**src/rtl/flash_erase_seq.sv**
```systemverilog
module flash_erase_seq #(
  parameter int CLK_DIV        = 4,
  parameter int CS_GAP         = 4,
  parameter int TIMEOUT_CYCLES = 1_000_000_000
) (
  input  logic        clk,
  input  logic        rst_n,
  input  logic        start,
  input  logic        bulk,
  input  logic [23:0] addr,
  input  logic        miso,
  output logic        sck,
  output logic        cs_n,
  output logic        mosi,
  output logic        busy,
  output logic        done,
  output logic        timeout
);
  localparam int DW = (CLK_DIV > 1) ? $clog2(CLK_DIV) : 1;
  localparam int GW = (CS_GAP > 1) ? $clog2(CS_GAP) : 1;
  localparam int TW = $clog2(TIMEOUT_CYCLES + 1);
  localparam logic [TW-1:0] TMAX = TW'(TIMEOUT_CYCLES);

  typedef enum logic [1:0] {ST_IDLE, ST_GAP, ST_FRAME} st_t;
  typedef enum logic [1:0] {FR_WREN, FR_ERASE, FR_POLL} fr_t;

  st_t state;
  fr_t step;
  logic [DW-1:0] div;
  logic [GW-1:0] gap;
  logic [TW-1:0] tmo_cnt;
  logic [31:0]   tx, load;
  logic [7:0]    rx;
  logic [5:0]    nbit, flen;
  logic          bulk_q;
  logic [23:0]   addr_q;

  wire tick = (div == DW'(CLK_DIV - 1));
  assign mosi = tx[31];

  always_comb begin
    case (step)
      FR_WREN:  begin flen = 6'd8;  load = {8'h06, 24'h0}; end
      FR_ERASE: begin
        flen = bulk_q ? 6'd8 : 6'd32;
        load = bulk_q ? {8'hC7, 24'h0} : {8'hD8, addr_q};
      end
      default:  begin flen = 6'd16; load = {8'h05, 24'h0}; end
    endcase
  end

  always_ff @(posedge clk or negedge rst_n) begin
    if (!rst_n) begin
      state <= ST_IDLE; step <= FR_WREN;
      div <= '0; gap <= '0; tmo_cnt <= '0;
      tx <= '0; rx <= '0; nbit <= '0;
      bulk_q <= 1'b0; addr_q <= '0;
      sck <= 1'b0; cs_n <= 1'b1;
      busy <= 1'b0; done <= 1'b0; timeout <= 1'b0;
    end else begin
      done <= 1'b0;
      if (busy && tmo_cnt != TMAX) tmo_cnt <= tmo_cnt + 1'b1;
      case (state)
        ST_IDLE: if (start) begin
          busy <= 1'b1; timeout <= 1'b0;
          bulk_q <= bulk; addr_q <= addr;
          step <= FR_WREN; gap <= '0;
          state <= ST_GAP;
        end
        ST_GAP: begin
          if (gap == GW'(CS_GAP - 1)) begin
            gap <= '0; cs_n <= 1'b0; div <= '0; nbit <= '0;
            tx <= load; state <= ST_FRAME;
          end else gap <= gap + 1'b1;
        end
        default: begin
          if (!tick) div <= div + 1'b1;
          else begin
            div <= '0;
            if (!sck) begin
              sck <= 1'b1;
              rx <= {rx[6:0], miso};
              nbit <= nbit + 1'b1;
            end else begin
              sck <= 1'b0;
              if (nbit == flen) begin
                cs_n <= 1'b1;
                state <= ST_GAP;
                case (step)
                  FR_WREN:  step <= FR_ERASE;
                  FR_ERASE: begin step <= FR_POLL; tmo_cnt <= '0; end
                  default:
                    if (!rx[0] || tmo_cnt >= TMAX) begin
                      state <= ST_IDLE; busy <= 1'b0;
                      done <= 1'b1; timeout <= rx[0];
                    end
                endcase
              end else tx <= {tx[30:0], 1'b0};
            end
          end
        end
      endcase
    end
  end

  assert_sck_idle_R7: assert property (@(posedge clk) disable iff (!rst_n)
    cs_n |-> !sck);
  assert_mosi_hold_R7: assert property (@(posedge clk) disable iff (!rst_n)
    (sck && $past(sck)) |-> $stable(mosi));
  assert_done_pulse_R5: assert property (@(posedge clk) disable iff (!rst_n)
    done |=> !done);
  assert_done_idle_R5: assert property (@(posedge clk) disable iff (!rst_n)
    done |-> (!busy && cs_n));
  assert_busy_end_R9: assert property (@(posedge clk) disable iff (!rst_n)
    $fell(busy) |-> done);
  assert_tmo_end_R8: assert property (@(posedge clk) disable iff (!rst_n)
    $rose(timeout) |-> done);
endmodule

```
**config.mk**
```make
export PLATFORM = sky130hd
export DESIGN_NAME = flash_erase_seq
export DESIGN_NICKNAME = d
export VERILOG_FILES = /design/src/rtl/flash_erase_seq.sv
export SDC_FILE = /design/constraint.sdc
export NUM_CORES = 1
export LEC_CHECK = 0
export BUFFER_PORTS_ARGS = -buffer_cell sky130_fd_sc_hd__buf_2
export CAP_MARGIN = 20
export CORE_MARGIN = 2
export CORE_UTILIZATION = 38
export CTS_BUF_LIST = sky130_fd_sc_hd__clkbuf_8
export DETAILED_ROUTE_END_ITERATION = 8
export SLEW_MARGIN = 40
export SYNTH_ARGS = -nofsm -noshare
export SYNTH_HDL_FRONTEND = slang
export SYNTH_SLANG_ARGS = --single-unit
```
**constraint.sdc**
```tcl
create_clock -name clk -period 3.8 [get_ports clk]
set_input_delay 0.57 -clock clk [delete_from_list [all_inputs] [get_ports clk]]
set_output_delay 0.57 -clock clk [all_outputs]
set_load 0.03 [all_outputs]
```
Word level (Yosys, flattened, before mapping):

Cells that the tools add are included.

* $add $sub $neg: 4
* $lt $le $gt $ge: 1
* equality and inequality tests: 11
* multiplexer cells: 64
* bitwise gates (word level): 4
* reductions and logical operators: 30

Operator list (number)
* $mux W30: 6
* $mux W32: 4
* $pmux W32 S2: 2
* $add A30 B1 Y30 const B: 1
* $ge A30 B30 Y1 const B: 1
* $ne A30 B30 Y1 const B: 1
* $mux W29: 1
* $mux W1: 25
* $mux W2: 12
* $mux W6: 4
* $pmux W6 S2: 2
* $pmux W2 S2: 5
* $reduce_bool A2 Y1: 8
* $reduce_and A5 Y1: 3
* $reduce_bool A3 Y1: 4
* $reduce_and A2 Y1: 4
* $reduce_and A7 Y1: 1
* $add A6 B1 Y6 const B: 1
* $eq A6 B6 Y1: 1
* $ne A2 B1 Y1 const B: 3
* $pmux W1 S2: 3
* $reduce_and A6 Y1: 1
* $add A2 B1 Y2 const B: 2
* $eq A2 B1 Y1 const B: 2
* 10 further kinds: 17

* register bits after elaboration: 107
* input bits: 29
* output and inout port bits: 6
* logic and storage cells: 129

Logic depth before layout (Yosys ltp):

* word-level depth: 8
* mapped depth: 8
* depth with buffers taken out: 7

Least setup slack after synthesis:

No wires, ideal clock.

* path type: reg2reg
* start: reg nbit[0]
* end: reg tx[10]
* library setup time: 0.125 ns
* arrival: 1.829 ns
* data required time: 3.675 ns
* setup slack: 1.846 ns
* stages on the path, launching flop included: 9
* buffers on the path: 1
* period minus slack after synthesis: 1.954 ns
* path through: dfrtp_1 > inv_1 > ha_1 > nor4bb_1 > and3b_1 > a21oi_2 > a21oi_4 > buf_6 > mux2_2

* word-level cells in the longest chain between the ends: 3

Ends and longest elaborated chain
* from (decl): line 34 `logic [5:0] nbit, flen;`
* from (signal assigned): line 83 `nbit <= nbit + 1'b1;`
* $eq A6 B6 Y1: line 86 `if (nbit == flen) begin`
* $ne A2 B1 Y1 (no line)
* $reduce_and A5 Y1 (no line)
* to (signal assigned): line 98 `end else tx <= {tx[30:0], 1'b0};`
* to (decl): line 32 `logic [31:0] tx, load;`

Every way passes these cells.
A chain may end at the register's enable or synchronous reset.

Worst setup path after layout:

* start: reg nbit[0]
* end: reg tx[15]

The elaborated chain is that of the path after synthesis.

==> impl_metrics.toml <==
[status]
outcome = "finished clean"

[final_layout]
syn_to_final_growth_pct = 11.1
multi_input_area_sq_um = 2280
area.sequential_sq_um = 2680
antenna-diode-count = 0
finalNetCount = 563
final_layout_size_suffix_gt1_share_pct = 17.4
num-fill-cells = 1282

[routing]
drt_pre_antenna_iters = 6
drt_wl_total_microns = 10100
drt_drc_violations_left = 0
vias_per_cell = 5.06
routed-via-count = 3591
wire_per_inst_microns = 14.3
detail_route.iter0.violations = 226
antenna_left = 0

[critical_path]
critical_path_cell_with_the_highest_stage_delay = "sky130_fd_sc_hd__a21oi_4"
cp-end-kind = "flop"
crit_chain = "inv_1, ha_1, nor4bb_1, and3b_1, a21oi_2, a21oi_4, buf_8, mux2_2"
setup.worst_path.start_class = "flop"
worstSetupPathType = "flop to flop"
worstPathArrival_ns = 2.79
critPathMaxFanout = 17
family_with_the_most_delay_on_the_worst_path = "compound AO/OA/AOI/OAI gates"
worstPathRequired_ns = 4.07
timing.critical_path.slowest_cell_delay_ns = 0.54
critical_path_buf_inv_count = 2
worstReg2RegStart = "nbit[0]"
regToRegSetupSlack_ns = 1.27
crit_path_start = "nbit[0]"

[synth]
postSynthNetCount = 534
synth.cell_area_sq_um = 5100
synth.most_common_cell = "sky130_fd_sc_hd__dfrtp_1"
count_of_flip_flops_with_a_built_in_enable_after_synthesis = 0
yosys.cell_types.count = 49
ys_async_sr_fraction_pct = 100
synth.yosys.seq_area_share_pct = 52.6
cell_taking_the_most_area_after_synthesis = "sky130_fd_sc_hd__dfrtp_1"
synth.avg_cell_area_sq_um = 10.2
synth_seq_cells = 107
synth_cells = 499
ys_top_cells_by_count = "sky130_fd_sc_hd__dfrtp_1, sky130_fd_sc_hd__nand2_1, sky130_fd_sc_hd__nor2_1"
top_reg_cell_synth = "sky130_fd_sc_hd__dfrtp_1"
synth.top_cell.area_share_pct = 52.1
yosys-top-cells-area = "sky130_fd_sc_hd__dfrtp_1, sky130_fd_sc_hd__nand2_1, sky130_fd_sc_hd__mux2_2"
yosys_warnings = 0

[sta]
final-setup-viol-count = 0
period_share_pct = 66.5
finClkSkew_ns = 0.0159
timing.slew.headroom_pct = 45.6
report.final.slew_viol_count = 0
worst_slew_pin_slew_ns = 0.810
tns_ns = 0
grt_setup_unrepaired = "false"
clock.fmax_ghz = 0.396
hold_violations = 0
period_needed_ns = 2.53
finalHoldWorstSlack_ns = 0.201

[power]
static-leakage-power_nw = 2.81
vdd.ir_drop.worst_mv = 0.242
post-layout-total-power_mw = 3.09
power.density_nw_per_um2 = 546

[clocking]
clk-insertion-delay-late_ns = 0.38
clk_transition_reported_paths_ns = 0.10
hold_buffers = 0
ctsResizeCount = 0
numCtsBuffers = 9
clock_tree.buffer_depth = 2
cts_tree = "yes"
htreeDepth = 3
post-cts-setup-buffers = 0
cts_root_cell = "sky130_fd_sc_hd__clkbuf_8"
clock-sinks = 107

[floorplan]
die_width_microns = 120
die_height_microns = 120
rows = 42
floorplan.initialDensity_pct = 38.6
placeableCoreArea_sq_um = 13200
num_io_pins = 35
floorplan.die_area_sq_um = 14400

[place]
hpwl_microns = 6790
numPortBuffers = 34
gpl.final_weighted_congestion = 0.794

[grt]
grt_start_max_net_pins = 81
grt_remaining_overflow = 0
grt_use_total_pct = 15.4
antenna_found_initial = 0
grt_pass1_wl_microns = 17900
number_of_global_route_vias_before_repair = 3747

[run]
max-cap-violations = 0

[worst_hold_path]
hold_path_class = "primary input to async pin"
[report_power, final]
part,total (mW),internal [mW],leakage (nW),switching [mW]
Sequential,1.62,1.40,1.41,0.220
Combinational,0.750,0.312,1.29,0.438
Clock,0.717,0.325,0.107,0.391
Total,3.09,2.04,2.81,1.05
[final cells by class]
cell class | count | area share (%)
multi-input cells | 358 | 40.2
repair buffers | 42 | 4.37
clock buffers | 10 | 2.43
inverters | 10 | 0.663
flip-flops and latches | 107 | 47.3
well taps | 176 | 3.89
clock inverters | 6 | 1.15
[per-layer routing]
metal | up-vias | share of wire [%] | global-route usage (%)
li1 | 1776 | - | -
met1 | 1764 | 48 | 19.8
met2 | 41 | 48 | 26.1
met3 | 10 | 2.7 | 3.66
met4 | 0 | 1.2 | 4.04
met5 | - | 0 | 0
[registers in the layout, summed over array words and instances (netlist names)]
name	cells
gap	2
cs_n	1
addr_q	24
timeout	1
bulk_q	1
step	2
busy	1
nbit	6
tmo_cnt	30
tx	32
state	2
rx	1
sck	1
div	2
done	1
[layout by cell type (no fill, tap or decap), drive strengths merged, types with 2 or more instances in the layout]
| master | Yosys | final |
|---|---|---|
| nand2 | 103 | 103 |
| o31ai | 6 | 6 |
| nor4 | 2 | 2 |
| o211ai | 3 | 3 |
| a21o | 4 | 4 |
| nor4b | 3 | 3 |
| xor2 | 27 | 27 |
| xnor2 | 7 | 7 |
| nand3 | 18 | 18 |
| nor3 | 6 | 6 |
| clkbuf | 14 | 10 |
| buf | 10 | 42 |
| and4 | 4 | 4 |
| mux2 | 28 | 28 |
| inv | 10 | 14 |
| nand2b | 5 | 5 |
| ha | 6 | 6 |
| and3 | 10 | 10 |
| nor2b | 3 | 3 |
| dfrtp | 106 | 106 |
| and3b | 3 | 3 |
| mux2i | 4 | 4 |
| nor2 | 45 | 45 |
| nand4 | 13 | 13 |
| or2b | 2 | 2 |
| a22o | 23 | 23 |
| nand4b | 2 | 2 |
| or2 | 2 | 2 |
| o21ai | 13 | 13 |
| a21oi | 6 | 6 |
[path summary, 6_finish.rpt]
| check | to | depth (start not counted) |
|---|---|---|
| hold / removal | addr_q[3] | 1 |
| setup reg to reg | tx[15] | 8 |
| min in group clk | addr_q[13] | 3 |
| hold reg to reg | addr_q[22] | 2 |
| max in group asynchronous | cs_n | 2 |
| setup / recovery | tx[15] | 8 |
[metrics by stage]
stage	worst slack (ns)	utilization [%]	cell area, sq um	std cells
2_1_floorplan	1.85	-	5100	499
3_3_place_gp	1.25	41.1	5420	691
3_5_place_dp	1.31	41.3	5450	693
4_1_cts	1.28	42.9	5660	709
5_1_grt	1.09	42.9	5660	709
6_report	1.27	42.9	5660	709
[logic make-up after synthesis]
| family | after synthesis | share of synthesized area (%) |
|---|---|---|
| AO/OA/AOI/OAI | 62 | 9.28 |
| XOR/XNOR | 34 | 5.84 |
| adder cells (fa/ha/maj) | 6 | 1.47 |
| buffers and inverters | 34 | 3.07 |
| flip-flops | 107 | 52.6 |
| multiplexers | 32 | 6.97 |
| AND/OR/NAND/NOR | 224 | 20.8 |
Power figures use the tool's default switching activity.
